$ cat src/rtl/bsd_pkg.sv
package bsd_pkg;
    typedef enum logic [1:0] {
        ST_IDLE        = 2'b00,
        ST_SEEK_FIRST  = 2'b01,
        ST_SEEK_SECOND = 2'b10,
        ST_DONE        = 2'b11
    } bsd_state_e;
endpackage

$ cat src/rtl/bsd_sampler.sv
module bsd_sampler #(
    parameter int WIDTH = 8,
    parameter int DEPTH = 1
) (
    input  logic             clk,
    input  logic             rst_n,
    input  logic [WIDTH-1:0] din,
    output logic [WIDTH-1:0] dout
);
    logic [WIDTH-1:0] stage_q [DEPTH];

    for (genvar g = 0; g < DEPTH; g++) begin : g_stage
        if (g == 0) begin : g_head
            always_ff @(posedge clk or negedge rst_n) begin
                if (!rst_n) stage_q[g] <= '0;
                else        stage_q[g] <= din;
            end
        end else begin : g_tail
            always_ff @(posedge clk or negedge rst_n) begin
                if (!rst_n) stage_q[g] <= '0;
                else        stage_q[g] <= stage_q[g-1];
            end
        end
    end

    assign dout = stage_q[DEPTH-1];
endmodule

$ cat src/rtl/bsd_match.sv
module bsd_match #(
    parameter int               WIDTH   = 8,
    parameter logic [WIDTH-1:0] PATTERN = '0
) (
    input  logic [WIDTH-1:0] sample,
    output logic             hit
);
    assign hit = (sample == PATTERN);
endmodule

$ cat src/rtl/bsd_fsm.sv
module bsd_fsm
    import bsd_pkg::*;
(
    input  logic       clk,
    input  logic       rst_n,
    input  logic       arm,
    input  logic       cnt_zero,
    input  logic       hit_first,
    input  logic       hit_second,
    output bsd_state_e state,
    output logic       done
);
    bsd_state_e state_q, state_d;
    logic       abort;

    assign abort = cnt_zero || !arm;

    always_comb begin
        state_d = state_q;
        unique case (state_q)
            ST_IDLE:        if (!abort)          state_d = ST_SEEK_FIRST;
            ST_SEEK_FIRST:  if (abort)           state_d = ST_IDLE;
                            else if (hit_first)  state_d = ST_SEEK_SECOND;
            ST_SEEK_SECOND: if (abort)           state_d = ST_IDLE;
                            else if (hit_second) state_d = ST_DONE;
            ST_DONE:        if (abort)           state_d = ST_IDLE;
            default:                             state_d = ST_IDLE;
        endcase
    end

    always_ff @(posedge clk or negedge rst_n) begin
        if (!rst_n) state_q <= ST_IDLE;
        else        state_q <= state_d;
    end

    always_comb begin
        state = state_q;
        done  = 1'b0;
        unique case (state_q)
            ST_DONE: done = 1'b1;
            default: done = 1'b0;
        endcase
    end
endmodule

$ cat src/rtl/bsd_seq_detect.sv
module bsd_seq_detect #(
    parameter int               WIDTH        = 8,
    parameter int               SAMPLE_DEPTH = 1,
    parameter logic [WIDTH-1:0] FIRST_BYTE   = 8'hAB,
    parameter logic [WIDTH-1:0] SECOND_BYTE  = 8'hCD
) (
    input  logic             clk,
    input  logic             rst_n,
    input  logic             arm,
    input  logic             cnt_zero,
    input  logic [WIDTH-1:0] raw_in,
    output logic             seq_ok,
    output logic [1:0]       state_o
);
    import bsd_pkg::*;

    logic [WIDTH-1:0] sampled;
    logic             hit_first, hit_second;
    bsd_state_e       cur_state;

    bsd_sampler #(.WIDTH(WIDTH), .DEPTH(SAMPLE_DEPTH)) u_sampler (
        .clk(clk), .rst_n(rst_n), .din(raw_in), .dout(sampled)
    );

    bsd_match #(.WIDTH(WIDTH), .PATTERN(FIRST_BYTE)) u_match_first (
        .sample(sampled), .hit(hit_first)
    );

    bsd_match #(.WIDTH(WIDTH), .PATTERN(SECOND_BYTE)) u_match_second (
        .sample(sampled), .hit(hit_second)
    );

    bsd_fsm u_fsm (
        .clk(clk), .rst_n(rst_n), .arm(arm), .cnt_zero(cnt_zero),
        .hit_first(hit_first), .hit_second(hit_second),
        .state(cur_state), .done(seq_ok)
    );

    assign state_o = cur_state;
endmodule

$ cat config.mk
export PLATFORM = sky130hd
export DESIGN_NAME = bsd_seq_detect
export DESIGN_NICKNAME = d
export VERILOG_FILES = /design/src/rtl/bsd_pkg.sv /design/src/rtl/bsd_sampler.sv /design/src/rtl/bsd_match.sv /design/src/rtl/bsd_fsm.sv /design/src/rtl/bsd_seq_detect.sv
export SDC_FILE = /design/constraint.sdc
export NUM_CORES = 1
export LEC_CHECK = 0
export BUFFER_PORTS_ARGS = -buffer_cell sky130_fd_sc_hd__clkbuf_2
export CAP_MARGIN = 20
export CORE_AREA = 4 4 41 43
export DETAILED_ROUTE_END_ITERATION = 8
export DIE_AREA = 0 0 45 47
export HOLD_SLACK_MARGIN = 0.02
export PLACE_DENSITY = 0.5
export REMOVE_ABC_BUFFERS = 1
export SLEW_MARGIN = 20
export SYNTH_ARGS = -nofsm -noshare
export SYNTH_HDL_FRONTEND = slang
export SYNTH_HIERARCHICAL = 1
export SYNTH_SLANG_ARGS = --single-unit
$ cat constraint.sdc
create_clock -name clk -period 2.3 [get_ports clk]
set_clock_uncertainty 0.15 [all_clocks]
set_input_delay 0.23 -clock clk [delete_from_list [all_inputs] [get_ports clk]]
set_output_delay 0.23 -clock clk [all_outputs]
set_load 0.01 [all_outputs]
==> flow_summary_export.csv <==
group,metric,value,unit
synth,synthFlopType,"dfrtp_1",
global_routing,grt_pass1_wl,1.01,mm
synth,async_reset_ff_frac,1.00,
die,die-area,2120,µm²
critical_path,r2r_setup_slack,1.06,ns
synth,synth_xor_xnor_area_share,0,
clock_tree,cts_buffers,3,
sta,tightest_slew,0.235,ns
synth,seq_area_frac_synth,0.694,
synth,ys_warn_count,6,
global_routing,antenna_found_initial,0,
layout,areaGrowthSynthToFinish,59.7,%
critical_path,crit_required,1.92,ns
synth,syn-cell-area,360,µm²
placement,placed_area,449,µm²
drt,drt-wirelength-per-cell,9.12,µm
sta,grt_setup_unrepaired,"no",
synth,yosys-top-cells-area,"dfrtp_1 69%, a311oi_2 4.2%, nand2b_4 3.8%",
clock_tree,cts-resized-gates,0,
critical_path,crit_fanout,5,
job,drv_cap,0,
clock_tree,cts_root_buf,"clkbuf_4",
die,ios,15,
sta,setup-violations-final,0,
synth,synth_mux_area_frac,0,
power_and_ir_drop,p_sw,68.1,µW
placement,post-dp-hpwl,500,µm
clock_tree,cts_sinks,10,
die,die_w,45,µm
layout,nets,63,
power_and_ir_drop,intPower,301,µW
synth,synthAdderAreaFrac,0,
drt,routed_wl,593,µm
synth,synth.avg_cell_area,15.7,µm²
die,initial_core_util,0.277,
clock_tree,cts.clk_slew.worst_paths,0.06,ns
sta,finalHoldViolCount,0,
synth,synth_compound_area_frac,0.0556,
power_and_ir_drop,power_frac_seq,0.512,
drt,drt_first_pass_iters,1,
critical_path,crit_arrival,0.99,ns
power_and_ir_drop,powerDensity,641,nW/µm²
synth,synth_edf_count,0,
drt,via_count,279,
clock_tree,ctsHoldBuffers,9,
synth,yosysTopAreaCellShare,0.694,
clock_tree,clk-insertion-delay-late,0.25,ns
placement,globalplace.congestion,0.649,
power_and_ir_drop,netSwitchingFraction,0.184,
synth,synth_cells,23,
sta,final.period_utilization,0.597,
critical_path,end_kind,"output pin",
sta,setup-tns-final,0,ns
die,die_h,47,µm
clock_tree,cts_tree,"yes",
drt,dr.first_iter.drc_count,0,
layout,n_antenna_cell,0,
global_routing,globalRouteOverflowTotal,0,
layout,drive_gt1_frac,0.460,
sta,max_slew_margin,0.842,
power_and_ir_drop,p_leak,0.000266,µW
clock_tree,cts_buffer_depth,2,
sta,max_freq,728,MHz
critical_path,worst_setup_path_start_kind,"flop",
placement,dp_cells,52,
clock_tree,htree_levels,1,
sta,drv_slew,0,
synth,synth.distinct_cells,13,
layout,design_area,576,µm²
worst_hold_path,worstHoldPathType,"in2reg",
drt,antenna_left,0,
power_and_ir_drop,combPwrFrac,0.085,
global_routing,grt_pass1_vias,269,
status,status,"complete, no violations",
drt,route.detailed.drc,0,
global_routing,grt_use_total,0.0690,
power_and_ir_drop,share_clk_of_total_power,0.404,
critical_path,worst-setup-path-type,"reg2out",
drt,detail_route.vias_per_cell,4.29,
layout,final_cells,65,
synth,ys_ff_latch,10,
power_and_ir_drop,vdd_ir_drop_max,0.307,mV
sta,period_needed,1.37,ns
synth,yosysMostFrequentCell,"dfrtp_1",
synth,yosys.area.top_type,"dfrtp_1",
clock_tree,post_cts_buffers,0,
global_routing,grt_max_degree,11,
die,rows,13,
synth,synth-simple-area-share,0.240,
die,core_area,1300,µm²
placement,io_buffer_count,14,
synth,ys_top_cells_by_count,"10 x dfrtp_1, 2 x nor2_1",
synth,synth_top_family_by_area,"simple AND/OR/NAND/NOR gates",
==> flip-flops by register name (all words and copies together) (netlist names) <==
register and count:
u_fsm/state 2, u_sampler/dout 8
==> cell type report <==
| type | count | area, µm² |
|---|---|---|
| clock buffer | 4 | 36.3 |
| fill | 126 | 726 |
| inverter | 1 | 3.75 |
| multi-input combinational | 12 | 106 |
| sequential | 10 | 250 |
| tap | 15 | 18.8 |
| timing repair buffer | 23 | 160 |
==> cells by family (layout without fill, tap and decap cells) <==
family | Yosys count | count (layout)
flip-flops | 10 | 10
buffers and inverters | 1 | 28
AND/OR/NAND/NOR | 10 | 10
AO/OA/AOI/OAI | 2 | 2
==> power groups by stage <==
stage	combinational, µW	sequential (µW)	clock [µW]
finish	31.2	189	149
global route	34.8	190	164
CTS	32.0	189	157
detailed placement	20.3	192	0
global placement	19.2	192	0
floorplan	5.70	192	0
==> path summary, 6_finish.rpt <==
check / cells past startpoint / end / start
min in group asynchronous: 2 / u_fsm/state[0]$_DFFE_PN0P_ / rst_n
setup reg to reg: 4 / u_fsm/state[0]$_DFFE_PN0P_ / u_sampler/dout[3]$_DFF_PN0_
hold / removal: 3 / u_fsm/state[1]$_DFFE_PN0P_ / arm
hold reg to reg: 2 / u_fsm/state[1]$_DFFE_PN0P_ / u_fsm/state[1]$_DFFE_PN0P_
max in group asynchronous: 2 / u_sampler/dout[2]$_DFF_PN0_ / rst_n
setup / recovery: 2 / seq_ok / u_fsm/state[0]$_DFFE_PN0P_
==> critical path, stage by stage, from the launching register on <==
cell and delay, ns:
dfrtp_1 0.43, and2_2 0.19, clkbuf_2 0.12
==> layer usage <==
metal | routed length (µm) | track usage
met1 | 212 | 0.0690
met2 | 292 | 0.119
met3 | 88 | 0.0345
met4 | 0 | 0.0351
met5 | 0 | 0
==> stage by stage <==
step           hold WS [ns]  total power [µW]  utilization  worst slack, ns
4_1_cts              0.0607               378        0.442            0.910
3_3_place_gp        -0.0541               211        0.345             1.07
2_1_floorplan        -0.216               197            -             1.16
6_report             0.0677               369        0.442            0.926
5_1_grt              0.0650               388        0.442            0.861
3_5_place_dp        -0.0442               213        0.345             1.05
==> cell usage in the layout (no fill, tap or decap), types with 2 or more instances in the layout <==
cell           netlist  routed
dfrtp_1             10      10
dlygate4sd3_1        0       9
clkbuf_4             0       3
nor2_1               2       2
clkbuf_2             0      14
Note: power is estimated with default switching activity, not from simulation.
